===== src/rtl/spi_cs_pkg.sv =====
package spi_cs_pkg;

  parameter int SPI_DW = 16;
  localparam int SPI_BCW = $clog2(SPI_DW + 1);

  localparam logic [1:0] A_MODE = 2'd0;
  localparam logic [1:0] A_TX   = 2'd1;
  localparam logic [1:0] A_RX   = 2'd2;
  localparam logic [1:0] A_STAT = 2'd3;

  localparam logic [31:0] MODE_WMASK = 32'hFFFF_0F36;
  localparam int TX_LAST_BIT = 24;

  typedef struct packed {
    logic [7:0] cs_idle;
    logic [7:0] char_gap;
    logic [3:0] rsv_hi;
    logic [3:0] len_code;
    logic [1:0] rsv_mid;
    logic [1:0] cs_pol;
    logic       rsv_b3;
    logic       wait_rd;
    logic       lpbk;
    logic       rsv_b0;
  } mode_t;

  typedef enum logic [1:0] {
    SQ_IDLE  = 2'd0,
    SQ_SHIFT = 2'd1,
    SQ_HOLD  = 2'd2
  } seq_st_t;

  function automatic logic [SPI_BCW-1:0] char_len(input logic [3:0] code);
    return (code == 4'd8) ? SPI_BCW'(16) : SPI_BCW'(8);
  endfunction

  function automatic logic cs_release(input logic [1:0] pol,
                                      input logic cur_last,
                                      input logic more_data);
    case (pol)
      2'd0:    return !more_data;
      2'd1:    return cur_last;
      default: return 1'b1;
    endcase
  endfunction

  function automatic logic [SPI_DW-1:0] left_align(input logic [SPI_DW-1:0] w,
                                                  input logic [SPI_BCW-1:0] n);
    return w << (SPI_DW - int'(n));
  endfunction

endpackage


===== src/rtl/spi_cs_regs.sv =====
module spi_cs_regs
  import spi_cs_pkg::*;
(
  input  logic              clk,
  input  logic              rst_n,
  input  logic              reg_wr,
  input  logic              reg_rd,
  input  logic [1:0]        reg_addr,
  input  logic [31:0]       reg_wdata,
  output logic [31:0]       reg_rdata,
  input  logic              tx_take,
  input  logic              char_end,
  input  logic [SPI_DW-1:0] rx_word,
  output mode_t             mode_q,
  output logic              tx_full,
  output logic [SPI_DW-1:0] tx_data,
  output logic              tx_last,
  output logic              rx_ready,
  output logic              overrun
);

  logic [SPI_DW-1:0] rx_q;
  logic wr_mode, wr_tx, rd_rx, rd_stat;

  assign wr_mode = reg_wr && (reg_addr == A_MODE);
  assign wr_tx   = reg_wr && (reg_addr == A_TX);
  assign rd_rx   = reg_rd && (reg_addr == A_RX);
  assign rd_stat = reg_rd && (reg_addr == A_STAT);

  always_ff @(posedge clk or negedge rst_n) begin
    if (!rst_n) begin
      mode_q <= '0;
    end else if (wr_mode) begin
      mode_q <= mode_t'(reg_wdata & MODE_WMASK);
    end
  end

  always_ff @(posedge clk or negedge rst_n) begin
    if (!rst_n) begin
      tx_full <= 1'b0;
      tx_data <= '0;
      tx_last <= 1'b0;
    end else if (wr_tx) begin
      tx_full <= 1'b1;
      tx_data <= reg_wdata[SPI_DW-1:0];
      tx_last <= reg_wdata[TX_LAST_BIT];
    end else if (tx_take) begin
      tx_full <= 1'b0;
    end
  end

  always_ff @(posedge clk or negedge rst_n) begin
    if (!rst_n) begin
      rx_q     <= '0;
      rx_ready <= 1'b0;
    end else if (char_end) begin
      rx_q     <= rx_word;
      rx_ready <= 1'b1;
    end else if (rd_rx) begin
      rx_ready <= 1'b0;
    end
  end

  always_ff @(posedge clk or negedge rst_n) begin
    if (!rst_n) begin
      overrun <= 1'b0;
    end else if (char_end && rx_ready && !rd_rx) begin
      overrun <= 1'b1;
    end else if (rd_stat) begin
      overrun <= 1'b0;
    end
  end

  always_comb begin
    case (reg_addr)
      A_MODE:  reg_rdata = mode_q;
      A_RX:    reg_rdata = {{(32-SPI_DW){1'b0}}, rx_q};
      A_STAT:  reg_rdata = {29'd0, overrun, rx_ready, !tx_full};
      default: reg_rdata = 32'd0;
    endcase
  end

endmodule


===== src/rtl/spi_cs_shifter.sv =====
module spi_cs_shifter
  import spi_cs_pkg::*;
#(
  parameter int HALF_DIV = 2
) (
  input  logic               clk,
  input  logic               rst_n,
  input  logic               start,
  input  logic [SPI_DW-1:0]  load_word,
  input  logic [SPI_BCW-1:0] nbits,
  input  logic               sample_in,
  output logic               busy,
  output logic               sclk,
  output logic               mosi,
  output logic               char_end,
  output logic [SPI_DW-1:0]  rx_word
);

  localparam int CW = (HALF_DIV > 1) ? $clog2(HALF_DIV) : 1;
  localparam logic [CW-1:0] DIV_LAST = CW'(HALF_DIV - 1);

  logic [CW-1:0]      div_q;
  logic [SPI_BCW-1:0] bit_q;
  logic [SPI_BCW-1:0] nb_q;
  logic [SPI_DW-1:0]  sh_out;
  logic [SPI_DW-1:0]  sh_in;
  logic               div_last;
  logic               last_bit;

  assign div_last = (div_q == DIV_LAST);
  assign last_bit = (bit_q == nb_q - SPI_BCW'(1));
  assign char_end = busy && div_last && sclk && last_bit;
  assign mosi     = sh_out[SPI_DW-1];
  assign rx_word  = sh_in;

  always_ff @(posedge clk or negedge rst_n) begin
    if (!rst_n) begin
      busy   <= 1'b0;
      sclk   <= 1'b0;
      div_q  <= '0;
      bit_q  <= '0;
      nb_q   <= '0;
      sh_out <= '0;
      sh_in  <= '0;
    end else if (start) begin
      busy   <= 1'b1;
      sclk   <= 1'b0;
      div_q  <= '0;
      bit_q  <= '0;
      nb_q   <= nbits;
      sh_out <= left_align(load_word, nbits);
      sh_in  <= '0;
    end else if (busy) begin
      if (div_last) begin
        div_q <= '0;
        if (!sclk) begin
          sclk  <= 1'b1;
          sh_in <= {sh_in[SPI_DW-2:0], sample_in};
        end else begin
          sclk   <= 1'b0;
          sh_out <= {sh_out[SPI_DW-2:0], 1'b0};
          if (last_bit) begin
            busy <= 1'b0;
          end else begin
            bit_q <= bit_q + SPI_BCW'(1);
          end
        end
      end else begin
        div_q <= div_q + CW'(1);
      end
    end
  end

endmodule


===== src/rtl/spi_cs_seq.sv =====
module spi_cs_seq
  import spi_cs_pkg::*;
(
  input  logic       clk,
  input  logic       rst_n,
  input  logic       tx_full,
  input  logic       tx_last,
  input  logic       rx_ready,
  input  logic       char_end,
  input  logic       wait_rd,
  input  logic [1:0] cs_pol,
  input  logic [7:0] char_gap,
  input  logic [7:0] cs_idle,
  output logic       start,
  output logic       cs_n
);

  seq_st_t    st_q;
  logic [7:0] cnt_q;
  logic       cur_last;
  logic       gate_ok;
  logic       can_go;

  assign gate_ok = !wait_rd || !rx_ready;
  assign can_go  = tx_full && gate_ok && (cnt_q == 8'd0);
  assign start   = ((st_q == SQ_IDLE) || (st_q == SQ_HOLD)) && can_go;

  always_ff @(posedge clk or negedge rst_n) begin
    if (!rst_n) begin
      st_q     <= SQ_IDLE;
      cs_n     <= 1'b1;
      cnt_q    <= '0;
      cur_last <= 1'b0;
    end else begin
      case (st_q)
        SQ_IDLE, SQ_HOLD: begin
          if (start) begin
            st_q     <= SQ_SHIFT;
            cs_n     <= 1'b0;
            cur_last <= tx_last;
          end else if (cnt_q != 8'd0) begin
            cnt_q <= cnt_q - 8'd1;
          end
        end
        SQ_SHIFT: begin
          if (char_end) begin
            if (cs_release(cs_pol, cur_last, tx_full)) begin
              st_q  <= SQ_IDLE;
              cs_n  <= 1'b1;
              cnt_q <= cs_idle;
            end else begin
              st_q  <= SQ_HOLD;
              cnt_q <= char_gap;
            end
          end
        end
        default: st_q <= SQ_IDLE;
      endcase
    end
  end

endmodule


===== src/rtl/spi_cs_master.sv =====
module spi_cs_master
  import spi_cs_pkg::*;
#(
  parameter int HALF_DIV = 2
) (
  input  logic        clk,
  input  logic        rst_n,
  input  logic        reg_wr,
  input  logic        reg_rd,
  input  logic [1:0]  reg_addr,
  input  logic [31:0] reg_wdata,
  output logic [31:0] reg_rdata,
  output logic        sclk,
  output logic        mosi,
  input  logic        miso,
  output logic        cs_n
);

  mode_t              mode_q;
  logic               tx_full;
  logic [SPI_DW-1:0]  tx_data;
  logic               tx_last;
  logic               rx_ready;
  logic               overrun;
  logic               start;
  logic               busy;
  logic               char_end;
  logic [SPI_DW-1:0]  rx_word;
  logic               sample_in;
  logic [1:0]         csm_w;
  logic               wait_rd_w;
  logic [7:0]         cs_idle_w;
  logic [7:0]         char_gap_w;
  logic [SPI_BCW-1:0] nbits_w;

  assign csm_w      = mode_q.cs_pol;
  assign wait_rd_w  = mode_q.wait_rd;
  assign cs_idle_w  = mode_q.cs_idle;
  assign char_gap_w = mode_q.char_gap;
  assign nbits_w    = char_len(mode_q.len_code);
  assign sample_in  = mode_q.lpbk ? mosi : miso;

  spi_cs_regs u_regs (
    .clk       (clk),
    .rst_n     (rst_n),
    .reg_wr    (reg_wr),
    .reg_rd    (reg_rd),
    .reg_addr  (reg_addr),
    .reg_wdata (reg_wdata),
    .reg_rdata (reg_rdata),
    .tx_take   (start),
    .char_end  (char_end),
    .rx_word   (rx_word),
    .mode_q    (mode_q),
    .tx_full   (tx_full),
    .tx_data   (tx_data),
    .tx_last   (tx_last),
    .rx_ready  (rx_ready),
    .overrun   (overrun)
  );

  spi_cs_seq u_seq (
    .clk      (clk),
    .rst_n    (rst_n),
    .tx_full  (tx_full),
    .tx_last  (tx_last),
    .rx_ready (rx_ready),
    .char_end (char_end),
    .wait_rd  (wait_rd_w),
    .cs_pol   (csm_w),
    .char_gap (char_gap_w),
    .cs_idle  (cs_idle_w),
    .start    (start),
    .cs_n     (cs_n)
  );

  spi_cs_shifter #(.HALF_DIV(HALF_DIV)) u_shift (
    .clk       (clk),
    .rst_n     (rst_n),
    .start     (start),
    .load_word (tx_data),
    .nbits     (nbits_w),
    .sample_in (sample_in),
    .busy      (busy),
    .sclk      (sclk),
    .mosi      (mosi),
    .char_end  (char_end),
    .rx_word   (rx_word)
  );

endmodule


===== config.mk =====
export PLATFORM = sky130hd
export DESIGN_NAME = spi_cs_master
export DESIGN_NICKNAME = d
export VERILOG_FILES = /design/src/rtl/spi_cs_pkg.sv /design/src/rtl/spi_cs_regs.sv /design/src/rtl/spi_cs_shifter.sv /design/src/rtl/spi_cs_seq.sv /design/src/rtl/spi_cs_master.sv
export SDC_FILE = /design/constraint.sdc
export NUM_CORES = 1
export LEC_CHECK = 0
export CORE_UTILIZATION = 60
export CTS_CLUSTER_SIZE = 20
export DETAILED_ROUTE_END_ITERATION = 12
export DONT_BUFFER_PORTS = 1
export PLACE_DENSITY = 0.76
export SLEW_MARGIN = 20
export SYNTH_ARGS = -nofsm -noshare
export SYNTH_HDL_FRONTEND = slang
export SYNTH_SLANG_ARGS = --single-unit

===== constraint.sdc =====
create_clock -name clk -period 2.5 [get_ports clk]
set_input_delay 0.25 -clock clk [delete_from_list [all_inputs] [get_ports clk]]
set_output_delay 0.25 -clock clk [all_outputs]
set_load 0.02 [all_outputs]

# Word-level counts from Yosys, hierarchy flattened
# Index checks and enable logic that the tools add are counted.
# word_totals
in_bits	39
register_bits	117
elab_cells	132
# classes
n_mux	49
shifts	1
eq_ne	15
n_addsub	5
n_reduce_logical	39
# ops
cell	count
16-bit 2-to-1 mux	8
32-bit case mux with 3 select lines	1
8-bit 2-to-1 mux	4
16-bit by 32-bit << shifter with 16-bit output	1
5-bit 2-to-1 mux	6
1-bit 2-to-1 mux	23
8-bit case mux with 2 select lines	1
2-bit nonzero test	7
1-bit logical AND	12
4-bit AND reduction	3
2-bit inequality test (second input constant)	5
8-bit logical NOT	1
8-bit nonzero test	1
8-bit by 1-bit subtractor with 8-bit output (second input constant)	1
2-bit by 1-bit == test with 1-bit output (second input constant)	3
2-bit == test (second input constant)	3
2-bit logical NOT	3
2-bit 2-to-1 mux	3
2-bit AND reduction	3
3-bit AND reduction	2
5-bit by 5-bit subtractor with 6-bit output (first input constant)	1
5-bit by 1-bit adder with 5-bit output (second input constant)	1
5-bit == test	1
5-bit by 1-bit subtractor with 5-bit output (second input constant)	1
other kinds (8)	14

# Longest topological paths before layout
# Gate-level depths: netlist (run 1).
# logic_depth
word_depth	8
ltp_mapped	8
mapped_depth_nobuf	7

# By module
# Synthesis (run 1) repeated with hierarchy kept, for this count alone.
# unflattened
hier_cells	565
hier_area_um2	6347.3
# by_module_without_submodules
mod	instances	seq_area_each_um2	cells_each	area_per_inst_um2
spi_cs_shifter	1	1126.1	276	2792.7
spi_cs_regs	1	1501.4	192	2717.6
spi_cs_seq	1	301.5	93	803.3
spi_cs_master	1	0.0	4	33.8

# Least setup slack after synthesis (run 1)
# Ideal clock, no wire load.
# synth_timing
path_kind	register -> register
startpoint	register u_seq.cnt_q[4]
endpoint	register u_shift.sh_out[13]
setup_time_ns	0.127
required_ns	2.373
t_arrival_ns	1.701
path_stages_with_launch	9
path_slack_ns	0.672
path_buffers	3
cell_sequence	dfrtp_1 > buf_6 > nor4_4 > nand3_2 > or3_1 > buf_6 > buf_8 > a211oi_2 > a31oi_1
# synth_via
elab_chain_len	5
# synth_rtl
item	line_no	source
from (decl)	spi_cs_seq.sv:19	logic [7:0] cnt_q;
from (signal assigned)	spi_cs_seq.sv:42	cnt_q <= cnt_q - 8'd1;
from (signal assigned)	spi_cs_seq.sv:50	cnt_q <= cs_idle;
from (signal assigned)	spi_cs_seq.sv:53	cnt_q <= char_gap;
8-bit logical NOT *	spi_cs_seq.sv:25	assign can_go = tx_full && gate_ok && (cnt_q == 8'd0);
1-bit logical AND *	spi_cs_seq.sv:25	
1-bit logical AND *	spi_cs_seq.sv:26	assign start = ((st_q == SQ_IDLE) || (st_q == SQ_HOLD)) && can_go;
2-bit nonzero test (no line)	--	
3-bit AND reduction (no line)	--	
to (signal assigned)	spi_cs_shifter.sv:51	sh_out <= left_align(load_word, nbits);
to (signal assigned)	spi_cs_shifter.sv:61	sh_out <= {sh_out[SPI_DW-2:0], 1'b0};
to (decl)	spi_cs_shifter.sv:25	logic [SPI_DW-1:0] sh_out;
# Every way passes the cells marked *; elsewhere a longest branch is shown, timed or not.
# A chain may end at the register's enable or synchronous reset.

# Worst setup path after layout (run 1)
# layout_timing
startpoint	register u_shift.bit_q[0]
endpoint	register u_seq.cnt_q[0]
# layout_via
elab_chain_len	4
# layout_rtl
item	line_no	source
from (decl)	spi_cs_shifter.sv:23	logic [SPI_BCW-1:0] bit_q;
from (signal assigned)	spi_cs_shifter.sv:65	bit_q <= bit_q + SPI_BCW'(1);
5-bit == test	spi_cs_shifter.sv:31	assign last_bit = (bit_q == nb_q - SPI_BCW'(1));
1-bit logical AND	spi_cs_shifter.sv:32	assign char_end = busy && div_last && sclk && last_bit;
2-bit inequality test (no line)	--	
4-bit AND reduction (no line)	--	
# Every way passes these cells.

==> results of run 1 <==
power by group:
group          switching (mW)  internal [mW]
sequential              0.494           2.37
clock                   0.864           1.34
combinational           0.886          0.695
total                    2.24           4.40
worst max path at each step:
stage,to,slack [ns],cells after the start
finish,u_seq.cnt_q[0],0.31,6
global route,u_regs.overrun,0.18,7
CTS,u_regs.overrun,0.37,7
detailed placement,u_regs.overrun,0.40,7
global placement,u_shift.sh_out[8],0.53,6
floorplan,u_shift.sh_out[13],0.67,8
layout by cell type (no fill, tap or decap), types with 3 or more instances in the layout:
| cell type | Yosys | layout |
|---|---|---|
| sky130_fd_sc_hd__clkinvlp_4 | 0 | 5 |
| sky130_fd_sc_hd__a21oi_1 | 31 | 31 |
| sky130_fd_sc_hd__dlygate4sd3_1 | 0 | 35 |
| sky130_fd_sc_hd__a21o_1 | 3 | 3 |
| sky130_fd_sc_hd__o21ai_0 | 12 | 12 |
| sky130_fd_sc_hd__clkbuf_16 | 0 | 16 |
| sky130_fd_sc_hd__a211oi_2 | 2 | 3 |
| sky130_fd_sc_hd__a211oi_1 | 9 | 8 |
| sky130_fd_sc_hd__nor2_1 | 21 | 21 |
| sky130_fd_sc_hd__dfrtp_1 | 113 | 113 |
| sky130_fd_sc_hd__and2_1 | 26 | 26 |
| sky130_fd_sc_hd__xnor2_1 | 6 | 6 |
| sky130_fd_sc_hd__buf_4 | 3 | 13 |
| sky130_fd_sc_hd__clkinv_2 | 0 | 4 |
| sky130_fd_sc_hd__inv_1 | 3 | 3 |
| sky130_fd_sc_hd__nand3_1 | 12 | 12 |
| sky130_fd_sc_hd__mux2_2 | 46 | 46 |
| sky130_fd_sc_hd__nand2_1 | 129 | 129 |
| sky130_fd_sc_hd__a31oi_1 | 17 | 17 |
| sky130_fd_sc_hd__mux2i_1 | 12 | 12 |
| sky130_fd_sc_hd__nor3_1 | 5 | 4 |
| sky130_fd_sc_hd__clkinv_4 | 0 | 3 |
| sky130_fd_sc_hd__nor2b_1 | 12 | 12 |
critical path, stage by stage (launching register included):
cell and delay, ns:
sky130_fd_sc_hd__dfrtp_1 0.40, sky130_fd_sc_hd__ha_1 0.23, sky130_fd_sc_hd__nand4b_1 0.13, sky130_fd_sc_hd__mux2i_2 0.48, sky130_fd_sc_hd__nand2_1 0.22, sky130_fd_sc_hd__a2111oi_0 0.41, sky130_fd_sc_hd__o32ai_1 0.17
flip-flops by register name (all words and copies together), names as in the netlist:
| name | cells |
|---|---|
| u_seq.st_q | 2 |
| u_shift.bit_q | 5 |
| u_shift.sh_out | 16 |
| u_regs.tx_data | 16 |
| u_shift.nb_q | 2 |
| u_seq.cur_last | 1 |
| u_regs.overrun | 1 |
| u_shift.sclk | 1 |
| u_shift.div_last | 1 |
| u_regs.tx_full | 1 |
| u_shift.rx_word | 16 |
| u_regs.mode_q | 24 |
| u_regs.rx_ready | 1 |
| u_seq.cs_n | 1 |
| u_regs.rx_q | 16 |
| u_regs.tx_last | 1 |
| u_seq.cnt_q | 8 |
| u_shift.busy | 1 |
cell families after synthesis:
| kind of cell | share of synthesized area, % |
|---|---|
| muxes | 12.19 |
| and+or+nand+nor | 19.07 |
| xor gates and xnor gates | 0.9829 |
| adders and majority gates | 0.4680 |
| DFF | 53.38 |
| AOI/OAI and AO/OA | 10.44 |
| buffers and inverters | 3.463 |
routing by layer:
| metal | global-route usage [%] | vias to the layer above | share of wire (%) | wire length, um |
|---|---|---|---|---|
| met4 | 12.01 | 0 | 1.9 | 232 |
| li1 | - | 1866 | - | - |
| met1 | 35.65 | 2038 | 42 | 5174 |
| met5 | 0 | - | 0 | 0 |
| met3 | 6.808 | 28 | 5.7 | 714 |
| met2 | 48.70 | 142 | 51 | 6328 |
per-stage QoR:
| stage | utilization, % | hold WS [ns] | power, mW | instances | area (um^2) |
|---|---|---|---|---|---|
| floorplan | - | -0.04559 | 3.959 | 524 | 5346 |
| global placement | 62.50 | -0.04235 | 4.269 | 613 | 5424 |
| detailed placement | 62.50 | -0.04265 | 4.351 | 613 | 5424 |
| CTS | 72.82 | -0.5838 | 6.607 | 680 | 6320 |
| global route | 72.82 | -0.5925 | 6.983 | 680 | 6320 |
| finish | 72.82 | -0.5712 | 6.644 | 680 | 6320 |
final cells by class:
| class | count | area [um^2] | area share (%) |
|---|---|---|---|
| repair buffers | 48 | 447.9 | 7.088 |
| inverters | 3 | 11.26 | 0.1782 |
| clock inverters | 13 | 113.9 | 1.802 |
| multi-input cells | 375 | 2326 | 36.80 |
| well taps | 108 | 135.1 | 2.138 |
| clock buffers | 19 | 431.7 | 6.830 |
| flip-flops and latches | 114 | 2854 | 45.16 |
==> impl_summary.txt, run 1 <==
----------------------------------------------------
[Clocking]
  Number of gates given a new drive strength after cts ... 0
  Clock Path Buffers ... 2
  Depth of the CTS H-tree ... 4
  Clock sinks ... 114
  Worst-Skew Late Latency ... 0.52 ns
  Number of post-CTS setup repair buffers ... 0
  TritonCTS clock tree ... yes
  Hold-fix buffers, CTS ... 35
  Root buffer cell ... sky130_fd_sc_hd__clkbuf_8
  TritonCTS buffer count ... 17
  Clock slew seen by the registers of the worst setup and hold paths ... 0.06 ns

[Worst setup path]
  Critical path launch point ... u_shift.bit_q[0]
  Worst R2R Path Depth ... 6
  Critical path arrival ... 2.56 ns
  Startpoint Class ... flop
  Reg2Reg Launch Point ... u_shift.bit_q[0]
  Critical path endpoint category ... flop
  Critical Path Fanout Max ... 9
  Req. time, crit path ... 2.86 ns
  End of the worst register-to-register path ... u_seq.cnt_q[0]
  Worst Setup Path Type ... flop to flop
  R2r setup slk ... 0.31 ns

[Drt]
  Number of vias after detailed routing ... 4074
  WL per Instance ... 18.31 um
  Routed wire length ... 12450 um
  Vias per Instance ... 5.991
  DRC viols ... 0
  Antenna-violating nets left ... 0
  Total iterations of the first detailed-routing run ... 5
  Number of DRC violations after detailed-routing iteration 0 ... 329

[Timing]
  Least setup slack across all paths after layout ... 0.3062 ns
  Measured slew at the worst slew-check pin ... 0.7098 ns
  Final cycle utilization of the critical path ... 87.75%
  Slew margin rel. ... 52.24%
  Setup violation total in the final timing report ... 0
  Timing-limited maximum frequency ... 455.8 MHz
  Final hold violation count ... 114
  Worst clock skew on the final layout ... 0.01040 ns
  TNS Setup ... 0 ns
  Slew Viols, Final ... 0
  Worst hold slack ... -0.5712 ns
  Final min period ... 2.194 ns
  Setup repair after global routing missed its margin ... false

[Die]
  Standard-cell row count ... 34
  Starting density of the core ... 61.61%
  Number of placed I/O pins ... 74
  Overall die width ... 96.40 um
  Height of the chip ... 96.40 um
  Core area ... 8678 um^2
  Total die area ... 9292 um^2

[Logic synthesis]
  Share of the yosys chip area belonging to registers ... 53.38%
  Top area cells in the synthesized netlist ... sky130_fd_sc_hd__dfrtp_1 53%, sky130_fd_sc_hd__mux2_2 9.7%, sky130_fd_sc_hd__nand2_1 9.1%, sky130_fd_sc_hd__and2_1 3.0%, sky130_fd_sc_hd__a21oi_1 2.9%
  Post-synth EDFFs ... 0
  Post-synthesis instance total ... 524
  Async set-reset flop share out of synthesis ... 100.0%
  Flop and latch count out of synthesis ... 114
  Number of synthesis warnings ... 0
  Synth area leader ... sky130_fd_sc_hd__dfrtp_1
  Post-synthesis instance area ... 5346 um^2
  Per-instance average area after synthesis ... 10.20 um^2
  Library cell with the highest instance count after synthesis ... sky130_fd_sc_hd__nand2_1
  Synth cell count leaders ... 129 x sky130_fd_sc_hd__nand2_1, 113 x sky130_fd_sc_hd__dfrtp_1, 46 x sky130_fd_sc_hd__mux2_2
  Area share of the largest cell type after synthesis ... 52.89%
  Total nets after synthesis ... 565
  Count of unique library cells instantiated by Yosys ... 49
  Top flip-flop cell by instance count after synthesis ... sky130_fd_sc_hd__dfrtp_1

[Pwr]
  Pwr/cell area ... 1051 nW/um^2
  VDD IR-drop max ... 602.1 uV
  Leakage ... 2.801 nW

[Global routing]
  Wire length of the first global-routing pass ... 19840 um
  Combined global-route utilization of all metal layers ... 28.82%
  Antenna violations before repair ... 0
  Vias in the first global route ... 3992
  Total global routing overflow ... 0
  Pin count of the biggest net entering global routing ... 115

[Outcome]
  Outcome ... finished, violations left
  Violations in the final reports ... negative hold slack

[Placement]
  Routability cong. ... 0.8246
  Setup WS pre-CTS ... 0.4034 ns
  Half-perimeter wire length after placement ... 7534 um
  Buffers on Ports ... 0

[Job]
  Number of maximum-capacitance violations ... 0

[Cells and area]
  Net total in the final layout ... 600
  Filler Cells Inserted ... 618
  Fraction of final layout cells with drive strength greater than 1 ... 17.48%
  Diodes inserted ... 0
  Syn-to-layout area delta ... 18.21%

[Min path]
  Worst hold path class ... primary input to asynchronous set/reset pin

----------------------------------------------------
Note: power is estimated with default switching activity, not from simulation.
==> run 2: changes to the inputs <==
--- a/config.mk
+++ b/config.mk
@@ -9,8 +9,9 @@
 export CTS_CLUSTER_SIZE = 20
 export DETAILED_ROUTE_END_ITERATION = 12
 export DONT_BUFFER_PORTS = 1
-export PLACE_DENSITY = 0.76
+export PLACE_DENSITY_LB_ADDON = 0.05
 export SLEW_MARGIN = 20
 export SYNTH_ARGS = -nofsm -noshare
 export SYNTH_HDL_FRONTEND = slang
+export SYNTH_HIERARCHICAL = 1
 export SYNTH_SLANG_ARGS = --single-unit
==> run 2 against run 1 <==
Net effect: the flow still finishes with violations (negative hold slack); clock power grew 5%; first-iteration DRC count grew 22%; flip-flop and latch count grew 3; utilization grew 4.1 points; clock skew shrank 0.0019 ns; wire length grew 23%; critical endpoint is now u_shift/sh_out[0]; critical path type unchanged; largest cell class is now multi-input gates; critical path depth grew 6.
==> impl_summary.txt, run 2 <==
----------------------------------------------------
[Timing]
  Timing-limited maximum frequency ... 403.0 MHz (was 455.8 MHz)
  Worst hold slack ... -0.5830 ns (was -0.5712 ns)
  Final hold violation count ... 117 (was 114)
  Slew Viols, Final ... 0 (unchanged)
  Measured slew at the worst slew-check pin ... 0.6407 ns (was 0.7098 ns)
  Setup repair after global routing missed its margin ... true (was false)
  Final cycle utilization of the critical path ... 99.25% (was 87.75%)
  Setup violation total in the final timing report ... 0 (unchanged)
  Worst clock skew on the final layout ... 0.008547 ns (was 0.01040 ns)
  Final min period ... 2.481 ns (was 2.194 ns)
  Least setup slack across all paths after layout ... 0.01870 ns (was 0.3062 ns)
  Slew margin rel. ... 57.24% (was 52.24%)

[Worst setup path]
  Critical Path Fanout Max ... 7 (was 9)
  End of the worst register-to-register path ... u_shift/sh_out[0] (was u_seq.cnt_q[0])
  R2r setup slk ... 0.02 ns (was 0.31 ns)
  Worst Setup Path Type ... flop to flop (unchanged)
  Startpoint Class ... flop (unchanged)
  Req. time, crit path ... 2.93 ns (was 2.86 ns)
  Reg2Reg Launch Point ... u_seq/cnt_q[1] (was u_shift.bit_q[0])
  Worst R2R Path Depth ... 12 (was 6)
  Critical path endpoint category ... flop (unchanged)
  Most repeated library cell on the critical path ... sky130_fd_sc_hd__nand3_1
  Critical path arrival ... 2.91 ns (was 2.56 ns)
  Buffer and inverter count on the worst path ... 3 (was 0)
  Crit-path slowest cell ... sky130_fd_sc_hd__dfrtp_1 (was sky130_fd_sc_hd__mux2i_2)
  CP peak stage delay ... 0.41 ns (was 0.48 ns)
  Ordered list of cells on the worst path ... inv_2, ha_4, or2b_1, nor3_2, nand3_1, or2_4, inv_8, nand2b_4, mux2i_4, buf_4, nand3_1, o21ai_0 (was ha_1, nand4b_1, mux2i_2, nand2_1, a2111oi_0, o32ai_1)
  Cell family contributing the most delay on the critical path ... simple AND/OR/NAND/NOR gates (was compound AO/OA/AOI/OAI gates)

[Clocking]
  Clock Path Buffers ... 2 (unchanged)
  Worst-Skew Late Latency ... 0.53 ns (was 0.52 ns)
  Root buffer cell ... sky130_fd_sc_hd__clkbuf_8 (unchanged)
  Clock sinks ... 117 (was 114)
  Depth of the CTS H-tree ... 4 (unchanged)
  Clock slew seen by the registers of the worst setup and hold paths ... 0.06 ns (about the same)
  Hold-fix buffers, CTS ... 36 (was 35)
  TritonCTS clock tree ... yes (unchanged)
  TritonCTS buffer count ... 17 (unchanged)

[Job]
  Number of maximum-capacitance violations ... 0 (unchanged)

[Global routing]
  Pin count of the biggest net entering global routing ... 118 (was 115)
  Vias in the first global route ... 4676 (was 3992)
  Wire length of the first global-routing pass ... 24490 um (was 19840 um)
  Combined global-route utilization of all metal layers ... 29.31% (was 28.82%)
  Total global routing overflow ... 0 (unchanged)
  Antenna violations before repair ... 0 (unchanged)

[Placement]
  Setup WS pre-CTS ... -0.03616 ns (was 0.4034 ns)
  Half-perimeter wire length after placement ... 9764 um (was 7534 um)
  Routability cong. ... 0.8705 (was 0.8246)
  Buffers on Ports ... 0 (unchanged)

[Logic synthesis]
  Number of synthesis warnings ... 6 (was 0)
  Post-synthesis instance total ... 556 (was 524)
  Per-instance average area after synthesis ... 11.30 um^2 (was 10.20 um^2)
  Post-synthesis instance area ... 6284 um^2 (was 5346 um^2)

[Pwr]
  VDD IR-drop max ... 647.0 uV (was 602.1 uV)
  Pwr/cell area ... 1059 nW/um^2 (was 1051 nW/um^2)
  PnR Total Power ... 8.111 mW (was 6.644 mW)
  Leakage ... 3.358 nW (was 2.801 nW)

[Cells and area]
  Largest reg by FF count ... u_regs/mode_q (was u_regs.mode_q)
  Fraction of final layout cells with drive strength greater than 1 ... 27.39% (was 17.48%)
  Max FFs per register ... 24 (unchanged)
  Net total in the final layout ... 671 (was 600)
  Filler Cells Inserted ... 646 (was 618)
  Multi-input combinational cell area ... 3318 um^2 (was 2326 um^2)
  Commonest non-fill, non-tap cells in the layout ... 116 x sky130_fd_sc_hd__dfrtp_1, 46 x sky130_fd_sc_hd__mux2_2, 37 x sky130_fd_sc_hd__nor2_1 (was 129 x sky130_fd_sc_hd__nand2_1, 113 x sky130_fd_sc_hd__dfrtp_1, 46 x sky130_fd_sc_hd__mux2_2)
  Most frequent standard cell in the layout excluding fill and tap cells ... sky130_fd_sc_hd__dfrtp_1 (was sky130_fd_sc_hd__nand2_1)
  Seq. cell area ... 2929 um^2 (was 2854 um^2)
  Syn-to-layout area delta ... 21.84% (was 18.21%)
  Diodes inserted ... 0 (unchanged)

[Min path]
  Worst hold path class ... primary input to asynchronous set/reset pin (unchanged)

[Drt]
  Total iterations of the first detailed-routing run ... 5 (unchanged)
  Number of DRC violations after detailed-routing iteration 0 ... 402 (was 329)
  Routed wire length ... 15330 um (was 12450 um)
  Antenna-violating nets left ... 0 (unchanged)
  Number of vias after detailed routing ... 4691 (was 4074)
  Vias per Instance ... 6.076 (was 5.991)
  WL per Instance ... 19.86 um (was 18.31 um)
  DRC viols ... 0 (unchanged)

[Die]
  Core area ... 9955 um^2 (was 8678 um^2)
  Overall die width ... 104.3 um (was 96.40 um)
  Starting density of the core ... 63.12% (was 61.61%)
  Total die area ... 10890 um^2 (was 9292 um^2)
  Height of the chip ... 104.3 um (was 96.40 um)
  Number of placed I/O pins ... 74 (unchanged)
  Standard-cell row count ... 36 (was 34)

[Outcome]
  Violations in the final reports ... negative hold slack (unchanged)
  Outcome ... finished, violations left (unchanged)

----------------------------------------------------
==> run 2: repair_timing <==
action | 4_1_cts | 5_1_grt
pin swaps | 0 | 12
gates resized for setup | 4 | 29
endpoints found under the hold margin | 160 | 117
endpoints found under the setup margin | 5 | 58
setup buffers | 0 | 5
==> run 2: layout make-up <==
| class | count | share of cell area (%) |
|---|---|---|
| multi-input combinational | 407 | 43.34 |
| sequential | 117 | 38.26 |
| timing repair buffer | 70 | 8.139 |
| clock buffer | 23 | 5.965 |
| tap | 133 | 2.174 |
| clock inverter | 8 | 1.324 |
| inverter | 14 | 0.8008 |
==> run 2: routing by layer <==
metal / part of all wire (%) / GRT usage, %
met5: 0 / 0
met4: 1.8 / 11.12
met3: 5.5 / 6.579
met2: 49 / 46.83
met1: 44 / 39.05
==> run 2: worst max-delay path by stage <==
stage                          from  slack, ns  depth (start not counted)            endpoint
global placement     u_seq/cnt_q[5]      0.005                         10  u_shift/sh_out[13]
global route         u_seq/cnt_q[1]      -0.04                         12   u_shift/sh_out[0]
finish               u_seq/cnt_q[1]       0.02                         12   u_shift/sh_out[0]
CTS                 u_shift/nb_q[0]      0.004                         10      u_seq/cnt_q[7]
detailed placement   u_seq/cnt_q[5]      -0.04                         10   u_shift/sh_out[3]
floorplan           u_shift/nb_q[0]       0.02                          9     u_regs/rx_q[10]
==> run 2: per-stage QoR <==
step	util, %	setup TNS (ns)	instance area (um^2)	cells
after global routing	76.91	-0.1405	7656	772
final	76.91	0	7656	772
after CTS	75.30	0	7496	767
after global placement	65.95	0	6565	700
after detailed placement	65.95	-0.08522	6565	700
after floorplan	-	0	6341	567
==> run 2: report_power, final <==
group / switching (mW) / internal, mW / total, mW
clock network: 0.847 / 1.46 / 2.31
logic: 1.40 / 1.39 / 2.79
registers: 0.521 / 2.49 / 3.01
==> run 3: changes to the inputs <==
--- a/config.mk
+++ b/config.mk
@@ -5,6 +5,7 @@
 export SDC_FILE = /design/constraint.sdc
 export NUM_CORES = 1
 export LEC_CHECK = 0
+export ABC_AREA = 1
 export CORE_UTILIZATION = 60
 export CTS_CLUSTER_SIZE = 20
 export DETAILED_ROUTE_END_ITERATION = 12
==> run 3 against run 2 <==
Net effect: utilization decreased by 3.1 points; wire length increased by 10%; first-iteration DRC count increased by 29%; combinational power decreased by 6%; count of clock-buffer cells in the layout decreased by 5; clock skew decreased by 0.0017 ns; sequential power decreased by 4%; the flow still finishes with violations (negative hold slack); die area increased by 4.3%; power decreased by 3.4%; critical path type unchanged; cell count increased by 38%.
==> impl_summary.txt, run 3 <==
----------------------------------------------------
[Logic synthesis]
  Post-synthesis instance total ... 868 (was 556)
  Post-synthesis instance area ... 6558 um^2 (was 6284 um^2)
  Per-instance average area after synthesis ... 7.555 um^2 (was 11.30 um^2)
  Number of synthesis warnings ... 6 (unchanged)

[Pwr]
  VDD IR-drop max ... 763.9 uV (was 647.0 uV)
  Pwr/cell area ... 1015 nW/um^2 (was 1059 nW/um^2)
  PnR Total Power ... 7.837 mW (was 8.111 mW)
  Leakage ... 3.700 nW (was 3.358 nW)

[Cells and area]
  Largest reg by FF count ... u_regs/mode_q (unchanged)
  Final core utilization ... 73.79% (was 76.91%)
  Commonest non-fill, non-tap cells in the layout ... 237 x sky130_fd_sc_hd__nand2_1, 119 x sky130_fd_sc_hd__nand3_1, 116 x sky130_fd_sc_hd__dfrtp_1 (was 116 x sky130_fd_sc_hd__dfrtp_1, 46 x sky130_fd_sc_hd__mux2_2, 37 x sky130_fd_sc_hd__nor2_1)
  Net total in the final layout ... 961 (was 671)
  Syn-to-layout area delta ... 17.73% (was 21.84%)
  Max FFs per register ... 24 (unchanged)
  Filler Cells Inserted ... 805 (was 646)
  Diodes inserted ... 0 (unchanged)
  Most frequent standard cell in the layout excluding fill and tap cells ... sky130_fd_sc_hd__nand2_1 (was sky130_fd_sc_hd__dfrtp_1)
  Fraction of final layout cells with drive strength greater than 1 ... 9.677% (was 27.39%)

[Die]
  Standard-cell row count ... 37 (was 36)
  Starting density of the core ... 62.68% (was 63.12%)
  Height of the chip ... 106.5 um (was 104.3 um)
  Overall die width ... 106.5 um (was 104.3 um)
  Number of placed I/O pins ... 74 (unchanged)
  Total die area ... 11350 um^2 (was 10890 um^2)
  Core area ... 10460 um^2 (was 9955 um^2)

[Worst setup path]
  Critical path endpoint category ... flop (unchanged)
  Worst Setup Path Type ... flop to flop (unchanged)
  Critical path arrival ... 2.76 ns (was 2.91 ns)
  Critical Path Fanout Max ... 7 (unchanged)
  Req. time, crit path ... 2.92 ns (was 2.93 ns)
  Startpoint Class ... flop (unchanged)
  R2r setup slk ... 0.16 ns (was 0.02 ns)

[Timing]
  Final hold violation count ... 117 (unchanged)
  Worst clock skew on the final layout ... 0.006897 ns (was 0.008547 ns)
  Setup violation total in the final timing report ... 0 (unchanged)
  Slew margin rel. ... 33.98% (was 57.24%)
  Final cycle utilization of the critical path ... 93.56% (was 99.25%)
  Timing-limited maximum frequency ... 427.5 MHz (was 403.0 MHz)
  Final min period ... 2.339 ns (was 2.481 ns)
  Setup repair after global routing missed its margin ... false (was true)
  TNS Setup ... 0 ns (unchanged)
  Worst hold slack ... -0.5863 ns (was -0.5830 ns)
  Slew Viols, Final ... 0 (unchanged)
  Measured slew at the worst slew-check pin ... 0.9870 ns (was 0.6407 ns)

[Clocking]
  Depth of the CTS H-tree ... 4 (unchanged)
  Clock sinks ... 117 (unchanged)
  Clock Path Buffers ... 2 (unchanged)
  Root buffer cell ... sky130_fd_sc_hd__clkbuf_8 (unchanged)
  Worst-Skew Late Latency ... 0.53 ns (about the same)
  Hold-fix buffers, CTS ... 55 (was 36)
  TritonCTS buffer count ... 17 (unchanged)
  TritonCTS clock tree ... yes (unchanged)
  Clock slew seen by the registers of the worst setup and hold paths ... 0.06 ns (about the same)

[Outcome]
  Violations in the final reports ... negative hold slack (unchanged)
  Outcome ... finished, violations left (unchanged)

[Drt]
  Vias per Instance ... 5.653 (was 6.076)
  Routed wire length ... 16920 um (was 15330 um)
  Number of vias after detailed routing ... 6026 (was 4691)
  Total iterations of the first detailed-routing run ... 5 (unchanged)
  Number of DRC violations after detailed-routing iteration 0 ... 520 (was 402)
  WL per Instance ... 15.87 um (was 19.86 um)
  DRC viols ... 0 (unchanged)
  Antenna-violating nets left ... 0 (unchanged)

[Global routing]
  Combined global-route utilization of all metal layers ... 31.97% (was 29.31%)
  Total global routing overflow ... 0 (unchanged)
  Antenna violations before repair ... 0 (unchanged)
  Pin count of the biggest net entering global routing ... 118 (unchanged)
  Vias in the first global route ... 5829 (was 4676)
  Wire length of the first global-routing pass ... 27980 um (was 24490 um)

[Placement]
  Half-perimeter wire length after placement ... 10850 um (was 9764 um)
  Routability cong. ... 0.9067 (was 0.8705)
  Buffers on Ports ... 0 (unchanged)

[Min path]
  Worst hold path class ... primary input to asynchronous set/reset pin (unchanged)

[Job]
  Number of maximum-capacitance violations ... 0 (unchanged)

----------------------------------------------------
## run 3: area by class of cell
class / instances / area (um^2) / share of cell area (%)
clock buffers: 18 / 427.9 / 5.543
clock inverters: 14 / 138.9 / 1.799
inverters: 106 / 409.1 / 5.300
multi-input cells: 611 / 3020 / 39.12
flip-flops and latches: 117 / 2929 / 37.94
well taps: 136 / 170.2 / 2.204
repair buffers: 63 / 616.8 / 7.990
repair inverters: 1 / 7.507 / 0.09724
## run 3: metrics by stage
step                instances  instance area [um^2]  worst slack (ns)
finish                   1066                  7720            0.1610
global route             1066                  7720         0.0008731
CTS                      1064                  7664           0.01005
detailed placement        977                  6546           0.06745
global placement          977                  6546            0.1620
floorplan                 875                  6584            0.2535
## run 3: path summary, 6_finish.rpt
path | end | cells after the start | from
max in group asynchronous | u_seq/cs_n | 0 | rst_n
min | u_seq/cnt_q[3] | 0 | rst_n
min reg2reg | u_regs/tx_data[15] | 2 | u_regs/tx_data[15]
min in group clk | u_regs/tx_data[10] | 3 | reg_addr[0]
max | u_shift/sh_out[14] | 11 | u_seq/cnt_q[0]
max reg2reg | u_shift/sh_out[14] | 11 | u_seq/cnt_q[0]
## run 3: routing by layer
metal  wire length, um  global-route usage (%)  vias to the layer above
li1                  -                       -                     2904
met1              7887                   42.85                     2880
met2              7655                   49.77                      211
met3              1085                   9.442                       31
met4               293                   10.86                        0
met5                 0                       0                        -
## run 3: repair_timing
item | 4_1_cts | 5_1_grt
resized for setup | 0 | 14
endpoints found under the hold margin | 160 | 117
buffers inserted | 0 | 1
endpoints found under the setup margin | 0 | 41
## run 3: worst max-delay path: stages (launching register included)
cell                         delay [ns]
sky130_fd_sc_hd__dfrtp_1           0.39
sky130_fd_sc_hd__inv_1             0.14
sky130_fd_sc_hd__ha_1              0.18
sky130_fd_sc_hd__nand3_1           0.17
sky130_fd_sc_hd__nor2_2            0.17
sky130_fd_sc_hd__nand3_1           0.17
sky130_fd_sc_hd__inv_2             0.12
sky130_fd_sc_hd__nor2_1            0.10
sky130_fd_sc_hd__nor2_4            0.26
sky130_fd_sc_hd__clkinvlp_4        0.23
sky130_fd_sc_hd__a21oi_1           0.18
sky130_fd_sc_hd__a31oi_1           0.10
## run 3: report_power, final
group	switching (mW)	internal, mW	total, mW
clock	0.962	1.37	2.33
combinational	1.71	0.907	2.61
sequential	0.443	2.45	2.89
